<file path="src/rtl/approx_pkg.sv">
package approx_pkg;
    localparam int DATA_W  = 32;
    localparam int MANT_W  = 23;
    localparam int EXP_W   = 8;
    localparam int SHIFT_W = 5;
    localparam int EXP_LSB = MANT_W;
    localparam int EXP_MSB = MANT_W + EXP_W - 1;
    localparam int SIG_W   = MANT_W + 1;

    typedef struct packed {
        logic              valid;
        logic [SHIFT_W-1:0] shift;
        logic [DATA_W-1:0]  value;
        logic [DATA_W-1:0]  mask;
    } stage_t;
endpackage

</file>
<file path="src/rtl/approx_normalize.sv">
module approx_normalize
    import approx_pkg::*;
(
    input  logic [DATA_W-1:0] raw,
    input  logic              is_float,
    input  logic              approx,
    output logic [DATA_W-1:0] norm,
    output logic              bypass
);
    logic [EXP_W-1:0] exp_f;
    logic             exp_special;

    always_comb begin
        exp_f       = raw[EXP_MSB:EXP_LSB];
        exp_special = (exp_f == '0) || (exp_f == '1);
        bypass      = !approx || (is_float && exp_special);
        if (bypass || !is_float)
            norm = raw;
        else
            norm = {{(DATA_W-SIG_W){1'b0}}, 1'b1, raw[MANT_W-1:0]};
    end
endmodule

</file>
<file path="src/rtl/approx_range_mask.sv">
module approx_range_mask
    import approx_pkg::*;
(
    input  logic [DATA_W-1:0]  value,
    input  logic [SHIFT_W-1:0] shift,
    input  logic               is_float,
    input  logic               bypass,
    output logic [DATA_W-1:0]  mask
);
    localparam logic [DATA_W-1:0] FLOAT_LIMIT = DATA_W'((64'd1 << MANT_W) - 64'd1);

    logic [DATA_W-1:0] err_range;
    logic [DATA_W-1:0] raw_mask;

    always_comb begin
        if (shift == '0)
            err_range = '0;
        else
            err_range = value >> shift;
    end

    for (genvar i = 0; i < DATA_W; i++) begin : g_bit
        localparam logic [DATA_W:0] THR = (DATA_W+1)'((65'd1 << (i + 1)) - 65'd1);
        assign raw_mask[i] = ({1'b0, err_range} >= THR);
    end

    always_comb begin
        if (bypass)
            mask = '0;
        else if (is_float)
            mask = raw_mask & FLOAT_LIMIT;
        else
            mask = raw_mask;
    end
endmodule

</file>
<file path="src/rtl/approx_mask_unit.sv">
module approx_mask_unit
    import approx_pkg::*;
(
    input  logic               clk,
    input  logic               rst_n,
    input  logic               cfg_load,
    input  logic [SHIFT_W-1:0] cfg_shift,
    input  logic               word_valid,
    output logic               word_ready,
    input  logic [DATA_W-1:0]  word_data,
    input  logic               word_is_float,
    input  logic               word_approx,
    output logic               res_valid,
    input  logic               res_ready,
    output logic [DATA_W-1:0]  res_value,
    output logic [DATA_W-1:0]  res_mask
);
    stage_t st_d, st_q;

    logic [DATA_W-1:0] norm_w;
    logic              bypass_w;
    logic [DATA_W-1:0] mask_w;
    logic              idle_w;
    logic              accept_w;

    approx_normalize u_norm (
        .raw      (word_data),
        .is_float (word_is_float),
        .approx   (word_approx),
        .norm     (norm_w),
        .bypass   (bypass_w)
    );

    approx_range_mask u_mask (
        .value    (norm_w),
        .shift    (st_q.shift),
        .is_float (word_is_float),
        .bypass   (bypass_w),
        .mask     (mask_w)
    );

    always_comb begin
        word_ready = !st_q.valid || res_ready;
        accept_w   = word_valid && word_ready;
        idle_w     = !st_q.valid && !word_valid;
        st_d       = st_q;
        if (cfg_load && idle_w)
            st_d.shift = cfg_shift;
        if (accept_w) begin
            st_d.valid = 1'b1;
            st_d.value = norm_w;
            st_d.mask  = mask_w;
        end else if (res_ready) begin
            st_d.valid = 1'b0;
        end
    end

    always_ff @(posedge clk) begin
        if (!rst_n)
            st_q <= '0;
        else
            st_q <= st_d;
    end

    assign res_valid = st_q.valid;
    assign res_value = st_q.value;
    assign res_mask  = st_q.mask;


    stall_hold_chk: assert property (@(posedge clk) disable iff (!rst_n)
        res_valid && !res_ready |=> res_valid && $stable(res_value) && $stable(res_mask));


    bypass_pass_chk: assert property (@(posedge clk) disable iff (!rst_n)
        word_valid && word_ready && !word_approx |=> res_mask == '0 && res_value == $past(word_data));


    float_ceiling_chk: assert property (@(posedge clk) disable iff (!rst_n)
        word_valid && word_ready && word_is_float |=> res_mask[DATA_W-1:MANT_W] == '0);


    zero_shift_chk: assert property (@(posedge clk) disable iff (!rst_n)
        word_valid && word_ready && st_q.shift == '0 |=> res_mask == '0);


    mask_contig_chk: assert property (@(posedge clk) disable iff (!rst_n)
        res_valid |-> ((res_mask + 1'b1) & res_mask) == '0);


    cfg_ignore_chk: assert property (@(posedge clk) disable iff (!rst_n)
        cfg_load && (res_valid || word_valid) |=> st_q.shift == $past(st_q.shift));
endmodule

</file>
<file path="config.mk">
export PLATFORM = sky130hd
export DESIGN_NAME = approx_mask_unit
export DESIGN_NICKNAME = d
export VERILOG_FILES = /design/src/rtl/approx_pkg.sv /design/src/rtl/approx_normalize.sv /design/src/rtl/approx_range_mask.sv /design/src/rtl/approx_mask_unit.sv
export SDC_FILE = /design/constraint.sdc
export NUM_CORES = 1
export LEC_CHECK = 0
export BUFFER_PORTS_ARGS = -buffer_cell sky130_fd_sc_hd__buf_2
export CAP_MARGIN = 20
export CORE_MARGIN = 10
export CORE_UTILIZATION = 50
export DETAILED_ROUTE_END_ITERATION = 7
export PLACE_DENSITY_LB_ADDON = 0.05
export REMOVE_ABC_BUFFERS = 1
export SLEW_MARGIN = 20
export SYNTH_ARGS = -nofsm -noshare
export SYNTH_HDL_FRONTEND = slang
export SYNTH_SLANG_ARGS = --single-unit
</file>
<file path="constraint.sdc">
create_clock -name clk -period 5.2 [get_ports clk]
set_input_delay 0.78 -clock clk [delete_from_list [all_inputs] [get_ports clk]]
set_output_delay 0.78 -clock clk [all_outputs]
set_load 0.005 [all_outputs]
</file>
==> flow_summary.ini, run 1 <==
[synth]
post_synth.cell_area_avg_sq_um = 7.74
syn_inst = 808
synthesis.area_sq_mm = 0.00625
yosysMostFrequentCell = nand2_1
yosysWarnings = 0
ys.flop_type = dfxtp_1
synth.top_cell.area_share_pct = 22.4
synth_common_cells = 136 x nand2_1, 70 x dfxtp_1, 69 x buf_4
synth-edff-count = 0
async_flop_share_pct = 0
synth_area_leader_cell = dfxtp_1
synth_area_leaders = dfxtp_1 22%, buf_4 8.3%, nand2_1 8.2%, mux4_2 6.8%, a21boi_0 4.2%
yosysUniqueCellTypes = 79
yosysSeqAreaShare_pct = 22.4
synth_seq_cells = 70

[sta]
finClkSkew_ps = 6.24
setup_viol = 0
worst_pin_slew_ps = 873
holdWs_ps = 451
fmax_mhz = 237
post-route-min-period_ps = 4220
post-route-period-util_pct = 81.2
maxSlewViolCount = 0
hold_viol = 0
max_slew_margin_pct = 41.0
rsz0062_at_grt = no
timing.setup.tns_ps = 0

[layout]
drive_gt1_share_pct = 24.0
postLayoutCellArea_sq_mm = 0.00670
fillerInstances = 1177
final_net_count = 868
syn_to_final_growth_pct = 7.19
layoutNonFillerInstCount = 997
multiInputGateArea_sq_mm = 0.00404
seqCellArea_sq_mm = 0.00140
n_antenna_cell = 0
finish.utilization_pct = 55.3

[critical_path]
worstSetupPathType = reg2reg
startpoint_type = flip-flop
slowest_delay_ps = 770
critical_path.top_delay_family = simple AND/OR/NAND/NOR gates
worst_path_most_repeated_cell = buf_4
required_ps = 5450
cp-end-kind = flip-flop
path_buf_inv = 2
cp.arrival_ps = 4480
path_max_fanout = 29
worstPathCellList = buf_4 -> nor2b_1 -> nand2_1 -> o31ai_1 -> or3_1 -> a31oi_1 -> or2_2 -> nor3_2 -> buf_4 -> nand3_1 -> o22ai_1
slowest_stage = dfxtp_2

[drt]
routed_via_density = 6.36
drt_iter0_drc = 771
vias = 6340
wl_um = 22100
ant_nets = 0
drt_pass1_iterations = 6
post_drt_wl_per_cell_um = 22.2
drc = 0

[global_route]
grt_pass1_wl_um = 34600
grt_max_degree = 65
grt_pass1_vias = 6101
antenna_found_initial = 0
grt_overflow = 0
grt_util_all_layers_pct = 24.5

[clock_network]
cts_sinks = 70
ctsHtreeMaxLevel = 3
cts_buffer_depth = 2
clk_latency_ps = 350
cts_buffers = 9
cts-resized-gates = 0
cts_root_buffer = clkbuf_16
cts_tree = built
hold_buffers = 0
clk_pin_slew_ps = 60
cts_setup_buffers = 0

[place]
place_area_sq_mm = 0.00638
gp_congestion = 1.02
dp_cells = 981
dp.final_hpwl_um = 16900
port_buffers = 109

[floorplan]
die_w_um = 132
ioPinCount = 110
row_count = 40
die_y_um = 132
initial_core_util_pct = 51.6
core_sq_mm = 0.0121
die-area_sq_mm = 0.0174

[power_and_ir_drop]
p_leak_nw = 2.61
worst_ir_drop_vdd_v = 0.000143
power_per_cell_area_mw_per_mm2 = 267

[flow_run]
maxCapViolCount = 0

[status]
status = completed

[hold_path]
hold_path.class = reg2reg
[per-stage QoR]
stage	setup slack, ps	power [W]
after global placement	978	0.00111
after detailed placement	945	0.00111
final	976	0.00179
after global routing	687	0.00186
after floorplan	598	0.000909
after CTS	1070	0.00178
[layer usage]
layer	GRT usage (%)	vias to the layer above	part of all wire, %
li1	-	2942	-
met1	31.4	2978	42
met2	39.3	365	47
met3	4.65	55	8.2
met4	10.1	0	2.8
met5	0	-	0
[registers in the layout, indices dropped and copies added, names as in the netlist]
signal and count:
res_mask 32, res_value 32, st_q 5, res_valid 1
[worst paths after layout]
path	start	to	slack [ps]	depth (start not counted)
max reg2reg	st_q[64]$_SDFFE_PN0P_	res_mask[16]$_SDFFE_PN0P_	980	11
min reg2reg	res_mask[7]$_SDFFE_PN0P_	res_mask[7]$_SDFFE_PN0P_	450	2
max	st_q[64]$_SDFFE_PN0P_	res_mask[16]$_SDFFE_PN0P_	980	11
min	res_mask[7]$_SDFFE_PN0P_	res_mask[7]$_SDFFE_PN0P_	450	2
[final cells by class]
cell class,count,share of cell area [%]
multi-input cells,606,60.3
flip-flops and latches,70,21.0
repair buffers,126,10.2
clock buffers,12,3.68
well taps,168,3.14
clock inverters,4,1.05
inverters,11,0.616
[worst min-delay path, delay by kind of cell, from the launching register on]
kind	cells	cell delay [ps]
and+or+nand+nor	1	40
AOI/OAI and AO/OA	1	60
DFF	1	320
[cells in the final DEF, fill, tap and decap left out, drive strengths merged, types with 6 or more instances in the layout]
master	netlist	layout
clkbuf	28	12
nand2	136	136
a221oi	7	7
nor4	6	6
a211oi	11	11
nor2	39	39
a21boi	36	36
mux4	19	19
a31oi	10	10
inv	9	9
and2	17	17
o211ai	11	11
o31ai	8	8
o21ai	38	38
nor2b	16	16
nand4	9	9
nand2b	8	8
mux2	18	18
nor3	24	24
a22oi	14	14
mux2i	19	19
nand3	31	31
a21oi	38	38
a21o	7	7
and3	7	7
buf	93	126
o22ai	11	11
dfxtp	70	70
[power by group]
group	switching (W)	leakage [nW]	internal [W]
Sequential	0.0000213	0.574	0.000569
Combinational	0.000339	1.88	0.000189
Clock	0.000238	0.157	0.000432
Total	0.000599	2.61	0.00119
[kinds of logic (layout without fill, tap and decap cells)]
group | after synthesis | count (layout) | synth area share [%]
compound gates | 237 | 237 | 26.9
buf+inv | 132 | 153 | 13.0
flops | 70 | 70 | 22.4
mux | 56 | 56 | 13.3
simple gates | 313 | 313 | 24.4
Note: power is estimated with default switching activity, not from simulation.
==> run 2: changes to the inputs <==
Clock period 5.2 ns to 4.1 ns, I/O delays scaled along.
==> flow_summary.ini, run 2 (same netlist as run 1, synthesis figures left out) <==
[layout]
n_antenna_cell = 0
postLayoutCellArea_sq_mm = 0.00696
final_net_count = 902
drive_gt1_share_pct = 27.1
layout_common_cells = 136 x nand2_1, 109 x buf_2, 68 x dfxtp_1
syn_to_final_growth_pct = 11.3
final_common_cell = nand2_1
fillerInstances = 1158

[floorplan]
ioPinCount = 110
die-area_sq_mm = 0.0174
core_sq_mm = 0.0121
die_w_um = 132
row_count = 40
die_y_um = 132
initial_core_util_pct = 51.6

[clock_network]
clk_latency_ps = 350
hold_buffers = 0
cts_root_buffer = clkbuf_16
cts_buffer_depth = 2
cts_setup_buffers = 0
cts_buffers = 9
clk_pin_slew_ps = 60
cts_tree = built
cts_sinks = 70
ctsHtreeMaxLevel = 3
cts-resized-gates = 0

[critical_path]
path_max_fanout = 27
endpoint = res_mask[0]$_SDFFE_PN0P_
startpoint_type = flip-flop
timing.rr.start = st_q[64]$_SDFFE_PN0P_
worstSetupPathType = reg2reg
cp-startpoint = st_q[64]$_SDFFE_PN0P_
required_ps = 4300
cp.arrival_ps = 4080
cp-end-kind = flip-flop
rr_worst_depth = 9
r2r_end = res_mask[0]$_SDFFE_PN0P_
reg2reg_slack_ps = 230

[global_route]
antenna_found_initial = 0
grt_overflow = 0
grt_max_degree = 37
grt_pass1_vias = 6170
grt_util_all_layers_pct = 25.6
grt_pass1_wl_um = 36400

[sta]
finClkSkew_ps = 9.96
setup_viol = 0
worst_pin_slew_ps = 1050
rsz0062_at_grt = no
maxSlewViolCount = 0
fmax_mhz = 258
holdWs_ps = 459
max_slew_margin_pct = 29.7
timing.setup.tns_ps = 0
hold_viol = 0
post-route-period-util_pct = 94.5
post-route-min-period_ps = 3870

[power_and_ir_drop]
pwr-share-seq_pct = 32.1
power_per_cell_area_mw_per_mm2 = 335
internal_power_w = 0.00154
worst_ir_drop_vdd_v = 0.000231
swShare_pct = 34.0
switchingPower_w = 0.000792
p_clk_share_pct = 37.5
p_leak_nw = 2.78
combPwrFrac_pct = 30.4

[drt]
top_layer = met4
vias = 6509
post_drt_wl_per_cell_um = 22.5
wl_um = 23200
dr_wl_met2_um = 11000
ant_nets = 0
drt_pass1_iterations = 6
wl_met1_um = 9870
routed_via_density = 6.31
drt_iter0_drc = 680
route.met3.wl_um = 1730
drc = 0

[hold_path]
min_from = res_value[0]$_SDFFE_PN0P_
hold_depth = 2
hold_path.class = reg2reg

[place]
dp.final_hpwl_um = 18300
port_buffers = 109
place_area_sq_mm = 0.00663
gp_congestion = 0.994

[status]
status = completed

[flow_run]
maxCapViolCount = 0
[run 2: worst min path at each step]
stage | end | slack (ps)
floorplan | res_mask[11]$_SDFFE_PN0P_ | 450
global placement | res_mask[7]$_SDFFE_PN0P_ | 430
detailed placement | res_mask[30]$_SDFFE_PN0P_ | 450
CTS | res_mask[30]$_SDFFE_PN0P_ | 460
global route | res_value[2]$_SDFFE_PN0P_ | 480
finish | res_value[0]$_SDFFE_PN0P_ | 460
[run 2: per-stage QoR]
stage / instances / worst slack [ps] / utilization (%) / total power, W
3_3_place_gp: 1015 / 263 / 54.8 / 0.00144
5_1_grt: 1031 / 64.3 / 57.4 / 0.00242
6_report: 1031 / 226 / 57.4 / 0.00233
3_5_place_dp: 1015 / 198 / 54.8 / 0.00145
2_1_floorplan: 687 / -502 / - / 0.00115
4_1_cts: 1031 / 317 / 57.4 / 0.00232
[run 2: cell type report]
| class | instances | area, sq um | share of cell area (%) |
|---|---|---|---|
| clock buffers | 10 | 239 | 3.43 |
| repair buffers | 160 | 941 | 13.5 |
| inverters | 11 | 41.3 | 0.593 |
| clock inverters | 6 | 85.1 | 1.22 |
| flip-flops and latches | 70 | 1400 | 20.2 |
| multi-input cells | 606 | 4040 | 58.0 |
| well taps | 168 | 210 | 3.02 |
[run 2: worst max-delay path: stages (launching register included)]
cell      delay, ps
dfxtp_2         610
buf_4           420
and2_0          400
a32o_1          310
o221ai_1        140
o311ai_1        410
nand2_1         150
or4_1           740
nor3_2          370
a31oi_1         160
[run 2: power by group through the flow]
stage               sequential [W]  combinational, W  clock (W)
finish                    0.000747          0.000708   0.000873
global placement          0.000759          0.000683          0
global route              0.000752          0.000759   0.000905
CTS                       0.000747          0.000695   0.000874
floorplan                 0.000777          0.000376          0
detailed placement        0.000762          0.000691          0
[run 2: metal layers]
layer,track usage [%],vias up
met4,8.22,0
li1,-,3014
met5,0,-
met2,42.0,346
met1,33.5,3110
met3,4.23,39
==> run 3: changes to the inputs <==
Settings changed: CORE_MARGIN 10 to 2, CTS_CLUSTER_DIAMETER set to 40.
==> flow_summary.ini, run 3 (same netlist as run 1, synthesis figures left out) <==
[status]
status = completed

[drt]
route.met3.wl_um = 1370
drt_iter0_drc = 676
routed_via_density = 6.34
vias = 6520
post_drt_wl_per_cell_um = 21.6
ant_nets = 0
top_layer = met4
wl_um = 22200
drt_pass1_iterations = 5
dr_wl_met2_um = 10400
drc = 0
wl_met1_um = 9610

[floorplan]
die_w_um = 116
row_count = 40
initial_core_util_pct = 51.6
core_sq_mm = 0.0121
ioPinCount = 110
die_y_um = 116
die-area_sq_mm = 0.0134

[clock_network]
ctsHtreeMaxLevel = 3
cts_buffers = 9
clk_latency_ps = 350
cts_root_buffer = clkbuf_16
cts-resized-gates = 0
cts_sinks = 70
cts_tree = built
clk_pin_slew_ps = 60
cts_buffer_depth = 2
cts_setup_buffers = 0
hold_buffers = 0

[layout]
finish.utilization_pct = 57.3
layout_common_cells = 136 x nand2_1, 109 x buf_2, 68 x dfxtp_1
syn_to_final_growth_pct = 10.9
n_antenna_cell = 0
final_net_count = 900
final_common_cell = nand2_1
postLayoutCellArea_sq_mm = 0.00693
drive_gt1_share_pct = 26.7

[sta]
max_slew_margin_pct = 29.2
timing.setup.tns_ps = 0
maxSlewViolCount = 0
worst_pin_slew_ps = 1060
hold_viol = 0
setup_viol = 0
finClkSkew_ps = 6.94
post-route-min-period_ps = 3810
fmax_mhz = 262
post-route-period-util_pct = 93.0
timing.final.ws_setup_ps = 286
rsz0062_at_grt = no

[critical_path]
required_ps = 4300
slowest_delay_ps = 730
cp.depth = 9
startpoint_type = flip-flop
timing.rr.start = st_q[64]$_SDFFE_PN0P_
critical_path.top_delay_family = simple AND/OR/NAND/NOR gates
path_max_fanout = 34
worst_path_most_repeated_cell = o221ai_1
rr_worst_depth = 9
cp-end-kind = flip-flop
path_buf_inv = 1
cp.arrival_ps = 4020
cp-startpoint = st_q[64]$_SDFFE_PN0P_
worstPathCellList = buf_12 -> and2_0 -> a32o_1 -> o221ai_1 -> o311ai_1 -> nand2_1 -> or4_1 -> nor3_2 -> o221ai_1
slowest_stage = or4_1
worstSetupPathType = reg2reg

[place]
gp_congestion = 1.00
pre_cts_slack_ps = 240
port_buffers = 109
dp.final_hpwl_um = 17200
place_area_sq_mm = 0.00664

[global_route]
grt_util_all_layers_pct = 34.1
grt_max_degree = 36
antenna_found_initial = 0
grt_pass1_vias = 6229
grt_overflow = 0
grt_pass1_wl_um = 35100

[power_and_ir_drop]
p_leak_nw = 2.76
power_per_cell_area_mw_per_mm2 = 323
worst_ir_drop_vdd_v = 0.000182

[hold_path]
hold_path.class = reg2reg
min_from = res_mask[7]$_SDFFE_PN0P_
hold_depth = 2

[flow_run]
maxCapViolCount = 0
run 3: path summary, 6_finish.rpt:
kind	to	slack, ps
setup / recovery	res_mask[6]$_SDFFE_PN0P_	290
hold / removal	res_mask[7]$_SDFFE_PN0P_	450
setup reg to reg	res_mask[6]$_SDFFE_PN0P_	290
hold reg to reg	res_mask[7]$_SDFFE_PN0P_	450
run 3: cell type report:
cell class / instances / area, sq um
sequential: 70 / 1400
clock buffer: 11 / 243
clock inverter: 4 / 47.5
fill: 1155 / 5180
tap: 168 / 210
multi-input combinational: 606 / 4040
timing repair buffer: 158 / 951
inverter: 11 / 41.3
run 3: worst register-to-register path: cells and delay by family, from the launching register on:
kind / cells / cell delay, ps
simple gates: 4 / 1620
compound gates: 4 / 1050
flops: 1 / 700
buf+inv: 1 / 290
run 3: metal layers:
metal	vias up	global-route usage (%)
met5	-	0
li1	3028	-
met1	3101	45.2
met4	0	14.1
met2	324	55.9
met3	67	4.81
run 3: through the flow:
stage | hold WS (ps) | power, W | instances
3_3_place_gp | 433 | 0.00143 | 1013
4_1_cts | 460 | 0.00223 | 1028
3_5_place_dp | 444 | 0.00144 | 1013
2_1_floorplan | 449 | 0.00115 | 687
5_1_grt | 481 | 0.00233 | 1028
6_report | 452 | 0.00224 | 1028
run 3: where the power goes:
group	leakage (nW)	internal (W)	total, W	switching (W)
clock network	0.141	0.000482	0.000795	0.000312
logic	2.05	0.000265	0.000696	0.000430
registers	0.574	0.000722	0.000750	0.0000288
